===== src/rtl/itdiv_pkg.sv =====
package itdiv_pkg;
    typedef enum logic [1:0] {
        ST_IDLE = 2'd0,
        ST_PREP = 2'd1,
        ST_ITER = 2'd2,
        ST_FIX  = 2'd3
    } itdiv_state_e;
endpackage


===== src/rtl/itdiv_classify.sv =====
// Absolute value of an operand and the number of GROUP-bit groups
// needed to hold it (at least one).
module itdiv_classify #(
    parameter int WIDTH = 32,
    parameter int GROUP = 8,
    localparam int NGRP = WIDTH / GROUP,
    localparam int GW   = $clog2(NGRP + 1)
) (
    input  logic [WIDTH-1:0] value,
    input  logic             is_signed,
    output logic [WIDTH-1:0] mag,
    output logic [GW-1:0]    groups
);
    logic negative;

    always_comb begin
        negative = is_signed & value[WIDTH-1];
        mag      = negative ? (~value + 1'b1) : value;
        groups   = GW'(1);
        for (int g = 1; g < NGRP; g++) begin
            if ((mag >> (g * GROUP)) != '0) groups = GW'(g + 1);
        end
    end
endmodule


===== src/rtl/itdiv_step.sv =====
// One restoring shift-subtract step.
module itdiv_step #(
    parameter int WIDTH = 32
) (
    input  logic [WIDTH-1:0] rem,
    input  logic             bit_in,
    input  logic [WIDTH-1:0] den,
    output logic [WIDTH-1:0] rem_next,
    output logic             q_bit
);
    logic [WIDTH:0] trial;
    logic [WIDTH:0] diff;

    always_comb begin
        trial = {rem, bit_in};
        diff  = trial - {1'b0, den};
        if (trial >= {1'b0, den}) begin
            q_bit    = 1'b1;
            rem_next = diff[WIDTH-1:0];
        end else begin
            q_bit    = 1'b0;
            rem_next = trial[WIDTH-1:0];
        end
    end
endmodule


===== src/rtl/itdiv_unit.sv =====
module itdiv_unit #(
    parameter int WIDTH = 32,
    parameter int GROUP = 8,
    localparam int NGRP = WIDTH / GROUP,
    localparam int GW   = $clog2(NGRP + 1),
    localparam int CW   = $clog2(WIDTH + 1)
) (
    input  logic             clk,
    input  logic             rst_n,
    input  logic             start,
    input  logic             is_signed,
    input  logic [WIDTH-1:0] dividend,
    input  logic [WIDTH-1:0] divisor,
    output logic             busy,
    output logic             done,
    output logic             div_zero,
    output logic [WIDTH-1:0] lo_out,
    output logic [WIDTH-1:0] hi_out
);
    import itdiv_pkg::*;

    itdiv_state_e state_q, state_d;

    logic [WIDTH-1:0] a_q, b_q, dmag_q, rem_q, qsh_q;
    logic             sgn_q, negq_q, negr_q, zero_q;
    logic [CW-1:0]    cnt_q;

    logic [WIDTH-1:0] a_mag, b_mag, rem_nxt, q_fin;
    logic [GW-1:0]    a_grp;
    logic             q_bit, last_step;
    logic [CW-1:0]    steps, shamt;

    itdiv_classify #(.WIDTH(WIDTH), .GROUP(GROUP)) u_class (
        .value     (a_q),
        .is_signed (sgn_q),
        .mag       (a_mag),
        .groups    (a_grp)
    );

    itdiv_step #(.WIDTH(WIDTH)) u_step (
        .rem      (rem_q),
        .bit_in   (qsh_q[WIDTH-1]),
        .den      (dmag_q),
        .rem_next (rem_nxt),
        .q_bit    (q_bit)
    );

    always_comb begin
        b_mag     = (sgn_q & b_q[WIDTH-1]) ? (~b_q + 1'b1) : b_q;
        steps     = CW'(GROUP) * CW'(a_grp);
        shamt     = CW'(WIDTH) - steps;
        last_step = (cnt_q == CW'(1));
        q_fin     = {qsh_q[WIDTH-2:0], q_bit};
    end

    // Next-state logic
    always_comb begin
        state_d = state_q;
        unique case (state_q)
            ST_IDLE: if (start) state_d = ST_PREP;
            ST_PREP: state_d = ST_ITER;
            ST_ITER: if (last_step) state_d = sgn_q ? ST_FIX : ST_IDLE;
            ST_FIX:  state_d = ST_IDLE;
            default: state_d = ST_IDLE;
        endcase
    end

    // State register
    always_ff @(posedge clk or negedge rst_n) begin
        if (!rst_n) state_q <= ST_IDLE;
        else        state_q <= state_d;
    end

    // Datapath and outputs
    always_ff @(posedge clk or negedge rst_n) begin
        if (!rst_n) begin
            a_q      <= '0;
            b_q      <= '0;
            dmag_q   <= '0;
            rem_q    <= '0;
            qsh_q    <= '0;
            cnt_q    <= '0;
            sgn_q    <= 1'b0;
            negq_q   <= 1'b0;
            negr_q   <= 1'b0;
            zero_q   <= 1'b0;
            busy     <= 1'b0;
            done     <= 1'b0;
            div_zero <= 1'b0;
            lo_out   <= '0;
            hi_out   <= '0;
        end else begin
            done <= 1'b0;
            unique case (state_q)
                ST_IDLE: begin
                    if (start) begin
                        a_q   <= dividend;
                        b_q   <= divisor;
                        sgn_q <= is_signed;
                        busy  <= 1'b1;
                    end
                end
                ST_PREP: begin
                    rem_q  <= '0;
                    qsh_q  <= a_mag << shamt;
                    cnt_q  <= steps;
                    dmag_q <= b_mag;
                    zero_q <= (b_q == '0);
                    negq_q <= sgn_q & (a_q[WIDTH-1] ^ b_q[WIDTH-1]);
                    negr_q <= sgn_q & a_q[WIDTH-1];
                end
                ST_ITER: begin
                    rem_q <= rem_nxt;
                    qsh_q <= q_fin;
                    cnt_q <= cnt_q - CW'(1);
                    if (last_step && !sgn_q) begin
                        lo_out   <= zero_q ? '1 : q_fin;
                        hi_out   <= zero_q ? a_q : rem_nxt;
                        div_zero <= zero_q;
                        done     <= 1'b1;
                        busy     <= 1'b0;
                    end
                end
                ST_FIX: begin
                    lo_out   <= zero_q ? '1 : (negq_q ? (~qsh_q + 1'b1) : qsh_q);
                    hi_out   <= zero_q ? a_q : (negr_q ? (~rem_q + 1'b1) : rem_q);
                    div_zero <= zero_q;
                    done     <= 1'b1;
                    busy     <= 1'b0;
                end
                default: ;
            endcase
        end
    end
endmodule


===== config.mk =====
export PLATFORM = sky130hd
export DESIGN_NAME = itdiv_unit
export DESIGN_NICKNAME = d
export VERILOG_FILES = /design/src/rtl/itdiv_pkg.sv /design/src/rtl/itdiv_classify.sv /design/src/rtl/itdiv_step.sv /design/src/rtl/itdiv_unit.sv
export SDC_FILE = /design/constraint.sdc
export NUM_CORES = 1
export LEC_CHECK = 0
export ABC_AREA = 1
export BUFFER_PORTS_ARGS = -buffer_cell sky130_fd_sc_hd__buf_2
export CAP_MARGIN = 20
export CELL_PAD_IN_SITES_DETAIL_PLACEMENT = 0
export CELL_PAD_IN_SITES_GLOBAL_PLACEMENT = 1
export CORE_UTILIZATION = 44
export CTS_CLUSTER_DIAMETER = 40
export DETAILED_ROUTE_END_ITERATION = 16
export MAX_ROUTING_LAYER = met4
export PLACE_DENSITY = 0.88
export RECOVER_POWER = 100
export SLEW_MARGIN = 20
export SYNTH_ARGS = -nofsm -noshare
export SYNTH_HDL_FRONTEND = slang
export SYNTH_SLANG_ARGS = --single-unit

===== constraint.sdc =====
create_clock -name clk -period 2.8 [get_ports clk]
set_input_delay 0.84 -clock clk [delete_from_list [all_inputs] [get_ports clk]]
set_output_delay 0.84 -clock clk [all_outputs]
set_load 0.005 [all_outputs]

# Word level (Yosys, flattened, before mapping)
# Cells that the tools add are included.
# totals
ff_bits	239
mem_count	0
inputBits	68
ram_bits	0
wordCells	85
out_inout_bits	67
romBits	0
latchBits	0
# classes
mul	0
magnitude_cmp	1
shifts	1
bitwise_logic	8
add_sub_neg	7
div	0
muxes	31
n_reduce_logical	14
n_eq_ne	7
# op_table
cell	count
2-to-1 mux 32 bit	11
case mux 32 bit (2 select lines)	4
adder 32 x 1 -> 32 bit (second input constant)	4
NOT 32 bit	4
nonzero test 32 bit	3
greater-or-equal comparator 33 x 32 -> 1 bit	1
zero test 32 bit	1
left shift 32 x 6 -> 32 bit	1
subtractor 32 bit	1
case mux 6 bit (2 select lines)	1
2-to-1 mux 2 bit	4
case mux 2 bit (4 select lines)	1
equality test 6 x 1 -> 1 bit (second input constant)	1
2-to-1 mux 3 bit	2
!= test 2 bit (second input constant)	3
AND reduction 2 bit	3
subtractor 6 x 1 -> 6 bit (second input constant)	1
subtractor 6 bit (first input constant)	1
2-to-1 mux 1 bit	5
equality test 2 bit (second input constant)	2
case mux 1 bit (2 select lines)	2
nonzero test 2 bit	2
AND 1 bit	3
case mux 1 bit (3 select lines)	1
other kinds (7)	7

# Depth between registers and ports, before layout
# Gate-level depths: netlist of run 1.
# depth
word_depth	10
depth_mapped	19
mapped_depth_nobuf	18

# Hierarchy
# A second synthesis of run 1 with hierarchy kept.
# unflattened
cells_unflattened	2632
area_unflattened_um2	17604.4
# by_module_without_submodules
module	area_each_um2	cells_each	seq_area_each_um2	instances
itdiv_unit	13061.3	1704	5980.7	1
itdiv_step	3189.3	652	0.0	1
itdiv_classify	1353.8	276	0.0	1

# Worst setup path before layout of run 1
# OpenSTA, ideal clock, no wires.
# synth_path
kind	register to register
start	reg qsh_q[31]
end	reg hi_out[18]
setup_time_ps	121
path_buffers	0
path_stages_with_launch	16
path_slack_ps	355
period_less_slack_ps	2445
arrival_ps	2324
required_ps	2679
path_cell_list	dfrtp_1 -> inv_1 -> ha_1 -> inv_1 -> fa_1 -> inv_1 -> o21ai_1 -> a21boi_0 -> o21ai_1 -> nand2_1 -> nand2_1 -> xor2_1 -> nand2_1 -> o21ai_0 -> o21ai_1 -> nand2_1
# synth_via
elab_chain_cells	5
word_cells_on_any_way	6
cone_classes	add/sub (1); order compare (1); mux (4)
# synth_lines
element	line_no	source
start: declaration	itdiv_unit.sv:24	logic [WIDTH-1:0] a_q, b_q, dmag_q, rem_q, qsh_q;
start signal: assignment	itdiv_unit.sv:105	qsh_q <= a_mag << shamt;
start signal: assignment	itdiv_unit.sv:114	qsh_q <= q_fin;
subtractor 32 bit or greater-or-equal comparator 33 x 32 -> 1 bit (tied branches)	itdiv_step.sv:16, itdiv_step.sv:17	
2-to-1 mux 32 bit (*)	itdiv_step.sv:17	if (trial >= {1'b0, den}) begin
2-to-1 mux 32 bit (*)	itdiv_unit.sv:118	hi_out <= zero_q ? a_q : rem_nxt;
2-to-1 mux 32 bit (*)	itdiv_unit.sv:116	if (last_step && !sgn_q) begin
case mux 32 bit (2 select lines) (*)	itdiv_unit.sv:94	unique case (state_q)
end signal: assignment	itdiv_unit.sv:118	
end signal: assignment	itdiv_unit.sv:126	hi_out <= zero_q ? a_q : (negr_q ? (~rem_q + 1'b1) : rem_q);
end: declaration	itdiv_unit.sv:18	output logic [WIDTH-1:0] hi_out
# Every way passes the cells marked *; elsewhere a longest branch is shown, timed or not. The select of a mux whose other input is x is not followed.
# A chain may end at the register's enable or synchronous reset.

# Worst setup path in the final report of run 1
# layout_path
start	reg a_q[31]
end	reg qsh_q[8]
# layout_via
elab_chain_cells	10
word_cells_on_any_way	13
cone_classes	add/sub (2); shift (1); mux (5); bitwise (2); reduce/logical (3)
# layout_lines
element	line_no	source
start: declaration	itdiv_unit.sv:24	
start signal: assignment	itdiv_unit.sv:97	a_q <= dividend;
NOT 32 bit	itdiv_classify.sv:18	mag = negative ? (~value + 1'b1) : value;
adder 32 x 1 -> 32 bit	itdiv_classify.sv:18	
2-to-1 mux 32 bit (*)	itdiv_classify.sv:18	
nonzero test 32 bit	itdiv_classify.sv:21	if ((mag >> (g * GROUP)) != '0) groups = GW'(g + 1);
2-to-1 mux 2 bit	itdiv_classify.sv:21	
2-to-1 mux 3 bit (2 in a row)	itdiv_classify.sv:21	
subtractor 6 bit	itdiv_unit.sv:51	shamt = CW'(WIDTH) - steps;
left shift 32 x 6 -> 32 bit (*)	itdiv_unit.sv:105	
case mux 32 bit (2 select lines) (*)	itdiv_unit.sv:94	
# Every way passes the cells marked *; elsewhere a longest branch is shown, timed or not.

==> key figures, run 1 <==
Logic synthesis
  • Top cells by area, synth: dfrtp_1, nand2_1, nor2_1
  • Sequential fraction of the synthesis area: 0.3701
  • Synthesized instance count: roughly 2.3k
  • Yosys reg bits: 239
  • Syn_nets: approximately 2.4k
  • Leading area contributor after synthesis: dfrtp_1
  • Yosys cell types: 52
  • Asr flop ratio synth: 1.000
  • Post-synth top flop: dfrtp_1
  • EDFF count, synth: 0
  • Yosys warnings: 0
  • Mapped Area: between 15000 and 20000 um2
  • Post-synth top area share: 0.3701
  • Avg Synthesized Cell Area: approximately 6.9 um2

Global route
  • Vias in the first global route: around 16k
  • First-pass GRT wire length: 91120 um
  • Tot GR Track Use: 0.3202
  • Total congestion overflow: 0
  • Largest net degree at the start of global routing: 69
  • Initial antenna violation count: 2

Finish
  • Final net count: 2660
  • Layout area overhead: 22.11%
  • Fin util: 0.5507
  • Fill cells: 3537
  • Commonest non-fill, non-tap cell in the layout: nand2_1
  • Fin area: 19730 um2
  • Layout cells sized above 1: 0.1535
  • Most frequent cells in the layout: nand2_1, nor2_1, inv_1
  • Final std cells w/o fill: approximately 3.0k

CTS
  • CTS tree: built
  • Root buffer cell: clkbuf_16
  • Max clock buf depth: 3
  • Worst-path clk slew: roughly 0.06 ns
  • Clock Latency Late Sink: 0.56 ns
  • CTS sink cnt: roughly 240
  • CTS H-tree lvls: 2
  • CTS buffer count: 41
  • CTS Hold Bufs: 0

Routing
  • Drt drc: 0
  • Drt first pass iters: 5
  • Routed len/inst: about 19 um
  • DRT Wirelength: 58440 um
  • Vias: between 15k and 20k
  • Routed Antenna Nets: 0
  • Initial DRC Count: ~1.7k
  • Drt via density: around 5.6

Timing
  • Setup slack after layout: around 0.19 ns
  • # setup viols final: 0
  • Period utilization: 0.9328
  • Final hold vios: 0
  • Measured slew at the worst slew-check pin: approximately 1.5 ns
  • FMAX: 0.3829 GHz
  • Clock skew: 0.01933 ns
  • Rel. slew slack: -0.03250
  • Min Tclk post-route: 2.612 ns
  • Slew Limit Fails: 59

Run
  • Max-Cap Viols: 1

Setup path
  • Largest stage delay, worst path: 0.44 ns
  • WS Path Type: reg -> reg
  • Max FO, Critical Path: 21
  • Critical path's top delay family: simple AND/OR/NAND/NOR gates
  • CP endpoint kind: flop
  • Signal arrival time at the worst endpoint: between 3 and 4 ns
  • Slowest CP cell: dfrtp_1
  • Startpoint Class: flop
  • Buffers & Inverters on Critical Path: 3
  • Worst path cell trace: nand2_2 -> inv_2 -> nand2_1 -> buf_4 -> nand4_1 -> nand2_1 -> nor2_1 -> nand2_1 -> nor2_4 -> nand2_2 -> buf_4 -> nand3_1 -> nand2_1 -> nand2_1 -> o211ai_1
  • CP required: about 3.2 ns
  • Most frequent CP cell: nand2_1

Power and ir drop
  • Worst vdd ir: roughly 860 uV
  • Design Power: roughly 24 mW
  • Pwr Density: 1235 nW/um2
  • Leak Pwr: 9.613 nW

Worst hold path
  • Tightest Hold Check Type: reg -> reg

Floorplanning
  • Die W: 193.6 um
  • Die Height: approximately 190 um
  • Core Area: about 36000 um2
  • Die ar.: between 30000 and 40000 um2
  • I/O pin count: 135
  • Initial Utilization: 0.4510
  • Num rows: ~70

Status
  • Status: finished with violations
  • Failing checks: max-capacitance violations, max-slew violations

Placement
  • Placed Cells: 2961
  • Port bufs: between 100 and 150
  • DP HPWL: roughly 45000 um
  • RePlAce Congestion: about 0.99
  • Setup WS pre-CTS: -0.05732 ns
  • Area after DPL: 18120 um2
-- layout make-up --
cell class / count / area, um2 / area share
Clock inverter: 29 / 320.3 / 0.01623
Tap cell: 461 / 576.8 / 0.02923
Sequential cell: 239 / 5984 / 0.3033
Antenna cell: 1 / 2.502 / 0.0001268
Multi-Input combinational cell: 1737 / 9052 / 0.4588
Inverter: 259 / 977.2 / 0.04952
Timing Repair Buffer: 269 / 1730 / 0.08770
Clock buffer: 46 / 1087 / 0.05510
-- metrics by stage --
step           TNS (ns)  hold slack (ns)
6_report              0           0.4853
5_1_grt        -0.02621           0.5072
4_1_cts               0           0.2362
3_5_place_dp   -0.05732           0.4716
3_3_place_gp   -0.08653           0.4535
2_1_floorplan         0           0.4530
-- where the power goes --
group | switching [mW] | internal (mW)
clock | 1.95 | 3.23
combinational | 8.31 | 4.46
sequential | 1.46 | 4.97
total | 11.7 | 12.7
-- cells by family after synthesis --
group	after synthesis	share of synthesized area
flops	239	0.3701
fa+ha+maj	45	0.03531
mux	22	0.01533
compound gates	521	0.1775
xor+xnor	68	0.03686
simple gates	1081	0.2791
buf+inv	352	0.08579
-- final timing paths --
path	start	endpoint	slack [ns]	depth (start not counted)
worst min register to register	lo_out[3]	lo_out[3]	0.49	1
worst max-delay path	a_q[31]	qsh_q[8]	0.19	15
worst max register to register	a_q[31]	qsh_q[8]	0.19	15
min in group asynchronous	rst_n	b_q[12]	0.66	1
max in group asynchronous	rst_n	lo_out[24]	0.46	2
worst min-delay path	lo_out[3]	lo_out[3]	0.49	1
-- worst reg2reg max path, delay by kind of cell, from the launching register on --
family	cells	cell delay, ns
flip-flops	1	0.44
AND/OR/NAND/NOR	11	1.21
buffers and inverters	3	0.71
AO/OA/AOI/OAI	1	0.10
-- registers in the layout, indices dropped and copies added (netlist names), 2 cells and up --
| signal | flops |
|---|---|
| cnt_q | 6 |
| lo_out | 32 |
| rem_q | 32 |
| dmag_q | 32 |
| b_q | 32 |
| a_q | 32 |
| qsh_q | 32 |
| state_q | 2 |
| hi_out | 32 |
-- cells in the mapped netlist (8+ instances only) --
cell      number
xor2_1        51
nor2_1       282
o21ai_1       21
o22ai_1       26
ha_1          44
a22oi_1       12
nand2_1      541
mux2_2        22
dfrtp_1      239
a21oi_1      199
nand4_1       27
clkbuf_1      71
nand3_1      166
nor3_1        32
xnor2_1       17
o21bai_1      13
o211ai_1      19
buf_1          8
o21ai_0      188
inv_1        250
-- per-layer routing --
layer	wire length (um)	up-vias	GRT usage
met4	1279	0	0.07911
met3	4408	85	0.03983
met2	24750	680	0.4620
li1	-	8132	-
met5	0	-	-
met1	28000	8141	0.4730
-- timing repair --
action / CTS / global route
gates cloned: 0 / 1
pin swaps: 1 / 3
setup endpoints to repair: 2 / 109
endpoints found under the hold margin: 0 / 0
buffers inserted: 0 / 3
resized for setup: 2 / 57
Note: power is estimated with default switching activity, not from simulation.
==> run 2, diff against run 1 <==
--- a/config.mk
+++ b/config.mk
@@ -10,6 +10,7 @@
 export CAP_MARGIN = 20
 export CELL_PAD_IN_SITES_DETAIL_PLACEMENT = 0
 export CELL_PAD_IN_SITES_GLOBAL_PLACEMENT = 1
+export CORE_MARGIN = 5
 export CORE_UTILIZATION = 44
 export CTS_CLUSTER_DIAMETER = 40
 export DETAILED_ROUTE_END_ITERATION = 16
==> key figures, run 2 (synthesis gave the netlist of run 1 again) <==
Worst hold path
  • Hold endpoint: dmag_q[16]
  • Tightest Hold Check Type: reg -> reg
  • Worst hold start: dmag_q[16]
  • WHS Path Cells: 2 (+1)

Finish
  • Layout area overhead: 23.50%
  • Commonest non-fill, non-tap cell in the layout: nand2_1
  • Ant diodes: 0 (-1)
  • Most frequent cells in the layout: nand2_1, nor2_1, inv_1
  • Fin area: 19960 um2 (+1.1%)
  • Final net count: 2656 (-0.15%)
  • Layout cells sized above 1: 0.1541 (+0.0005072)

Routing
  • Drt via density: 5.571 (-0.57%)
  • Initial DRC Count: 1614 (-3.4%)
  • Routed Antenna Nets: 0 (unchanged)
  • Drt drc: 0 (unchanged)
  • Vias: 16.96k (-0.44%)
  • Drt first pass iters: 6 (+1)
  • DRT Wirelength: 60150 um (+2.9%)
  • Routed len/inst: 19.75 um (+2.8%)

Timing
  • Min Tclk post-route: 2.647 ns (+0.03509 ns)
  • # setup viols final: 0 (unchanged)
  • Clock skew: 0.02313 ns (+0.003810 ns)
  • Slew Limit Fails: 59 (unchanged)
  • FMAX: 0.3778 GHz (-1.3%)
  • Period utilization: 0.9453 (+0.01253)
  • Final hold vios: 0 (unchanged)
  • Measured slew at the worst slew-check pin: 1.582 ns (+0.03290 ns)
  • Setup TNS: 0 ns (unchanged)
  • Rel. slew slack: -0.05444 (-0.02194)

Setup path
  • WS Path Type: reg -> reg
  • FF-to-FF Start: state_q[0]
  • Max FO, Critical Path: 10 (-52%)
  • CP required: 3.24 ns (+0.03 ns)
  • FF-to-FF path depth: 7 (-8)
  • Worst reg2reg setup slack: 0.15 ns (-0.04 ns)
  • Signal arrival time at the worst endpoint: 3.09 ns (+0.07 ns)
  • Startpoint Class: flop
  • R2r endpoint: lo_out[1]
  • CP endpoint kind: flop

Global route
  • Total congestion overflow: 0 (unchanged)
  • First-pass GRT wire length: 93990 um (+3.1%)
  • Largest net degree at the start of global routing: 69 (unchanged)
  • Vias in the first global route: 16.38k (+2.1%)
  • Tot GR Track Use: 0.2986 (-0.02166)
  • Initial antenna violation count: 0 (-2)

Placement
  • Area after DPL: 17980 um2 (-0.79%)
  • Port bufs: 134 (unchanged)
  • RePlAce Congestion: 0.9896 (+0.47%)
  • DP HPWL: 45890 um (+3.0%)

CTS
  • CTS buffer count: 46 (+12%)
  • CTS H-tree lvls: 2 (unchanged)
  • CTS sink cnt: 239 (unchanged)
  • CTS tree: built
  • Root buffer cell: clkbuf_16
  • Max clock buf depth: 3 (unchanged)
  • Worst-path clk slew: 0.05 ns (about the same)
  • CTS Hold Bufs: 0 (unchanged)
  • Clock Latency Late Sink: 0.58 ns (+0.02 ns)

Floorplanning
  • Die W: 201.6 um (+4.1%)
  • Die ar.: 40660 um2 (+8.4%)
  • Die Height: 201.6 um (+4.1%)
  • Core Area: 36430 um2 (+1.7%)
  • Num rows: 70 (+1.4%)
  • Initial Utilization: 0.4435 (-0.007512)
  • I/O pin count: 135 (unchanged)

Status
  • Failing checks: max-capacitance violations, max-slew violations
  • Status: finished with violations

Power and ir drop
  • Leak Pwr: 9.645 nW (+0.34%)
  • Worst vdd ir: 890.4 uV (+3.9%)
  • Design Power: 25.08 mW (+2.9%)
  • Pwr Density: 1257 nW/um2 (+1.7%)

Run
  • Max-Cap Viols: 1 (unchanged)
run 2: cell types whose count changed in the layout (fill, tap and decap cells not counted), sizes merged:
cell	delta
buf	-17
bufinv	+5
clkbuf	+14
clkinv	+5
clkinvlp	-2
diode	-1
inv	-8
nand2	+1
run 2: repair_timing:
item                       CTS  global route
pin swaps                    1             7
setup buffers                1             8
setup endpoints to repair    1           100
cloned                       0             3
gates resized for setup      3            61
run 2: worst max-delay path by stage:
| stage | from | endpoint | slack [ns] | cells past startpoint |
|---|---|---|---|---|
| global route | a_q[5] | qsh_q[4] | -0.01 | 16 |
| detailed placement | qsh_q[31] | hi_out[18] | -0.10 | 16 |
| CTS | qsh_q[31] | hi_out[18] | 0.03 | 16 |
| finish | state_q[0] | lo_out[1] | 0.15 | 7 |
| floorplan | qsh_q[31] | hi_out[18] | 0.35 | 15 |
| global placement | qsh_q[31] | hi_out[18] | -0.07 | 16 |
run 2: report_power, final:
group	internal, mW	switching (mW)
registers	4.97	1.43
logic	4.35	8.42
clock network	3.93	1.98
run 2: cell type report:
type | instances | area [um2]
clock buffers | 53 | 1207
clock inverters | 29 | 426.7
fillers | 3606 | 16480
inverters | 259 | 982.2
multi-input cells | 1738 | 9090
flip-flops and latches | 239 | 5984
well taps | 468 | 585.6
repair buffers | 259 | 1680
run 2: metal layers:
layer / global-route usage / wire (um)
met5: - / 0
met4: 0.07910 / 1498
met3: 0.04770 / 4494
met2: 0.4184 / 24970
met1: 0.4485 / 29190
run 2: through the flow:
step                instances  worst slack [ns]    util  hold WS (ns)
floorplan                2328            0.3548       -        0.4530
global placement         2951          -0.06546  0.4935        0.4572
detailed placement       2951           -0.1025  0.4935        0.4728
CTS                      3034           0.02861  0.5387        0.2056
global route             3045          -0.01261  0.5477        0.4822
finish                   3045            0.1531  0.5477        0.4808
run 2: worst max-delay path: stages (launching register included):
cell and delay (ns):
dfrtp_1 0.42, ha_1 0.35, inv_1 0.21, nor2_1 0.57, clkbuf_1 0.52, o211ai_1 0.17
o21ai_0 0.15, o21ai_0 0.12
==> run 3, diff against run 2 <==
--- a/config.mk
+++ b/config.mk
@@ -5,13 +5,12 @@
 export SDC_FILE = /design/constraint.sdc
 export NUM_CORES = 1
 export LEC_CHECK = 0
-export ABC_AREA = 1
 export BUFFER_PORTS_ARGS = -buffer_cell sky130_fd_sc_hd__buf_2
 export CAP_MARGIN = 20
 export CELL_PAD_IN_SITES_DETAIL_PLACEMENT = 0
 export CELL_PAD_IN_SITES_GLOBAL_PLACEMENT = 1
 export CORE_MARGIN = 5
-export CORE_UTILIZATION = 44
+export CORE_UTILIZATION = 46
 export CTS_CLUSTER_DIAMETER = 40
 export DETAILED_ROUTE_END_ITERATION = 16
 export MAX_ROUTING_LAYER = met4
==> key figures, run 3 <==
Routing
  • Routed len/inst: 21.96 um (+11%)
  • Vias: 17.21k (+1.4%)
  • Drt first pass iters: 6 (unchanged)
  • Initial DRC Count: 1668 (+3.3%)
  • DRT Wirelength: 62670 um (+4.2%)
  • Drt via density: 6.029 (+8.2%)
  • Drt drc: 0 (unchanged)
  • Routed Antenna Nets: 0 (unchanged)

Global route
  • Met1 Usage GRT: 0.4190 (-0.02944)
  • Tot GR Track Use: 0.3105 (+0.01189)
  • First-pass GRT wire length: 92560 um (-1.5%)
  • Vias in the first global route: 16.38k (-0.049%)
  • Largest net degree at the start of global routing: 85 (+23%)
  • Global Route met2 Usage: 0.4589 (+0.04051)
  • Total congestion overflow: 0 (unchanged)
  • GRT busiest layer: met2
  • Grt met3 use: 0.07897 (+0.03127)
  • Initial antenna violation count: 4 (+4)

Setup path
  • FF-to-FF path depth: 11 (+4)
  • Worst path cell trace: or4_4 -> or4_4 -> o41ai_4 -> xor2_2 -> nand2_1 -> nor4_4 -> buf_4 -> buf_16 -> nor2_4 -> a311oi_2 -> o22ai_1
  • Slowest CP cell: or4_4
  • R2r endpoint: qsh_q[11]
  • Startpoint Class: flop
  • Largest stage delay, worst path: 0.57 ns (about the same)
  • FF-to-FF Start: a_q[26]
  • CP endpoint kind: flop
  • Worst reg2reg setup slack: -0.45 ns (-0.60 ns)
  • CP required: 3.24 ns (about the same)
  • Most frequent CP cell: or4_4
  • WS Path Type: reg -> reg
  • Max FO, Critical Path: 6 (-4)
  • Signal arrival time at the worst endpoint: 3.68 ns (+0.59 ns)

Logic synthesis
  • Post-synthesis mux area share: 0.06286 (+0.04752)
  • Leading area contributor after synthesis: dfrtp_1
  • Post-synthesis xor/xnor area fraction: 0.06379 (+0.02693)
  • Largest family of logic cells by synthesized area: compound AO/OA/AOI/OAI gates
  • Cell with the most instances after synthesis: dfrtp_1
  • Synthesized instance count: 1908 (-18%)
  • Top cells by area, synth: dfrtp_1, a21oi_1, mux2_2
  • Post-synthesis simple-gate area fraction: 0.1793 (-0.09976)
  • Post-synth top flop: dfrtp_1
  • Yosys reg bits: 239 (unchanged)
  • Mapped Area: 16060 um2 (-0.59%)
  • EDFF count, synth: 0 (unchanged)
  • Asr flop ratio synth: 1.000 (unchanged)
  • Post-synth top area share: 0.3723 (+0.002191)
  • Synth top cells by count: dfrtp_1, nor2_1, a21oi_1
  • Yosys cell types: 74 (+42%)
  • Adder-Cell Fraction of Synth Area: 0.03552 (+0.0002090)
  • Syn_nets: 2021 (-17%)
  • Yosys warnings: 0 (unchanged)
  • Sequential fraction of the synthesis area: 0.3723 (+0.002191)
  • Avg Synthesized Cell Area: 8.419 um2 (+21%)
  • Compound-Gate Fraction of Synth Area: 0.2281 (+0.05059)

Timing
  • Setup slack after layout: -0.4457 ns (-0.5989 ns)
  • Min Tclk post-route: 3.246 ns (+0.5989 ns)
  • Final hold vios: 0 (unchanged)
  • Period utilization: 1.159 (+0.2139)
  • Slew Limit Fails: 63 (+6.8%)
  • Setup TNS: -30.12 ns (-30.12 ns)
  • Rel. slew slack: -0.2228 (-0.1683)
  • FMAX: 0.3081 GHz (-18%)
  • RSZ-0062 raised after global routing: true
  • # setup viols final: 111 (+111)
  • Clock skew: 0.02713 ns (+0.003992 ns)
  • Min Hold Slack: 0.4890 ns (+0.008206 ns)
  • Measured slew at the worst slew-check pin: 1.834 ns (+0.2525 ns)

Floorplanning
  • Core Area: 34540 um2 (-5.2%)
  • Num rows: 68 (-2.9%)
  • I/O pin count: 135 (unchanged)
  • Initial Utilization: 0.4650 (+0.02154)
  • Die W: 196.9 um (-2.4%)
  • Die ar.: 38760 um2 (-4.7%)
  • Die Height: 196.9 um (-2.4%)

Placement
  • RePlAce Congestion: 0.9504 (-4.0%)
  • Area after DPL: 19760 um2 (+9.9%)
  • Port bufs: 134 (unchanged)
  • DP HPWL: 44110 um (-3.9%)

Finish
  • Final net count: 2481 (-6.6%)
  • Layout cells sized above 1: 0.3911 (+0.2370)
  • Fin area: 23560 um2 (+18%)
  • Layout area overhead: 46.69%
  • Most frequent cells in the layout: buf_4, dfrtp_1, nor2_1
  • Commonest non-fill, non-tap cell in the layout: buf_4

Power and ir drop
  • Pwr Density: 1207 nW/um2 (-4.0%)
  • Leak Pwr: 10.16 nW (+5.4%)
  • Worst vdd ir: 930.9 uV (+4.5%)

CTS
  • Max clock buf depth: 3 (unchanged)
  • Clock Latency Late Sink: 0.57 ns (about the same)
  • CTS buffer count: 40 (-13%)
  • CTS sink cnt: 239 (unchanged)
  • Root buffer cell: clkbuf_16
  • CTS H-tree lvls: 2 (unchanged)
  • Worst-path clk slew: 0.06 ns (about the same)
  • CTS Hold Bufs: 0 (unchanged)
  • CTS tree: built

Status
  • Failing checks: max-capacitance violations, max-slew violations, negative setup slack
  • Status: finished with violations

Worst hold path
  • Tightest Hold Check Type: reg -> reg
  • Worst hold start: lo_out[2]
  • WHS Path Cells: 2 (unchanged)
  • Hold endpoint: lo_out[2]

Run
  • Max-Cap Viols: 1 (unchanged)
## run 3: cell count changes after synthesis, sizes merged, moves of 23 or more
cell | previous run | this run
clkbuf | 71 | 119
mux2 | 22 | 71
o31ai | 3 | 36
inv | 256 | 103
nand3 | 166 | 40
and3 | 1 | 25
a31oi | 7 | 30
xnor2 | 17 | 75
nor2 | 289 | 188
o21ai | 212 | 148
nand2 | 548 | 148
a21oi | 199 | 169
## run 3: how the worst max path moves through the flow
stage	slack (ns)	end	start
after floorplan	-0.33	qsh_q[18]	a_q[15]
after global placement	-0.49	qsh_q[16]	a_q[26]
after detailed placement	-0.54	hi_out[29]	dmag_q[8]
after CTS	-0.42	hi_out[29]	rem_q[10]
after global routing	-0.49	hi_out[5]	dmag_q[2]
final	-0.45	qsh_q[11]	a_q[26]
## run 3: cell families (layout without fill, tap and decap cells)
group	after synthesis	in the layout
xor gates and xnor gates	117	117
other	0	3
and+or+nand+nor	591	591
DFF	239	239
buffers and inverters	242	730
AOI/OAI and AO/OA	582	582
adders and majority gates	45	45
muxes	92	92
## run 3: timing repair
action | in CTS | in global routing
endpoints found under the setup margin | 108 | 125
resized for setup | 214 | 230
cloned | 4 | 4
buffers inserted | 30 | 48
pin swaps | 88 | 117
## run 3: cell type report
class / count / area (um2)
Antenna cell: 3 / 7.507
Clock buffer: 45 / 1040
Clock inverter: 25 / 232.7
Fill cell: 2731 / 10980
Inverter: 103 / 394.1
Multi-Input combinational cell: 1427 / 11070
Sequential cell: 239 / 5983
Tap cell: 455 / 569.3
Timing Repair Buffer: 557 / 4265
## run 3: per-stage QoR
step,worst slack (ns),utilization,total power [mW],std cells
finish,-0.4457,0.6822,28.43,2854
global route,-0.4878,0.6822,30.07,2854
CTS,-0.4241,0.6461,26.97,2808
detailed placement,-0.5387,0.5721,20.86,2706
global placement,-0.4881,0.5721,20.55,2706
floorplan,-0.3295,-,14.54,1908
## run 3: metal layers
layer / vias to the layer above / wire length [um]
met4: 0 / 2654
met1: 8313 / 26060
met3: 181 / 6057
met2: 875 / 27890
li1: 7838 / -
met5: - / 0
## run 3: critical path, delay by kind of cell, from the launching register on
family / cells / cell delay [ns]
simple gates: 5 / 1.35
xor+xnor: 1 / 0.21
buf+inv: 2 / 0.38
compound gates: 3 / 0.80
flops: 1 / 0.38
## run 3: power by group
part	leakage (nW)	internal (mW)	switching (mW)
registers	2.88	4.97	1.43
logic	6.67	7.52	9.76
clock network	0.605	2.82	1.93
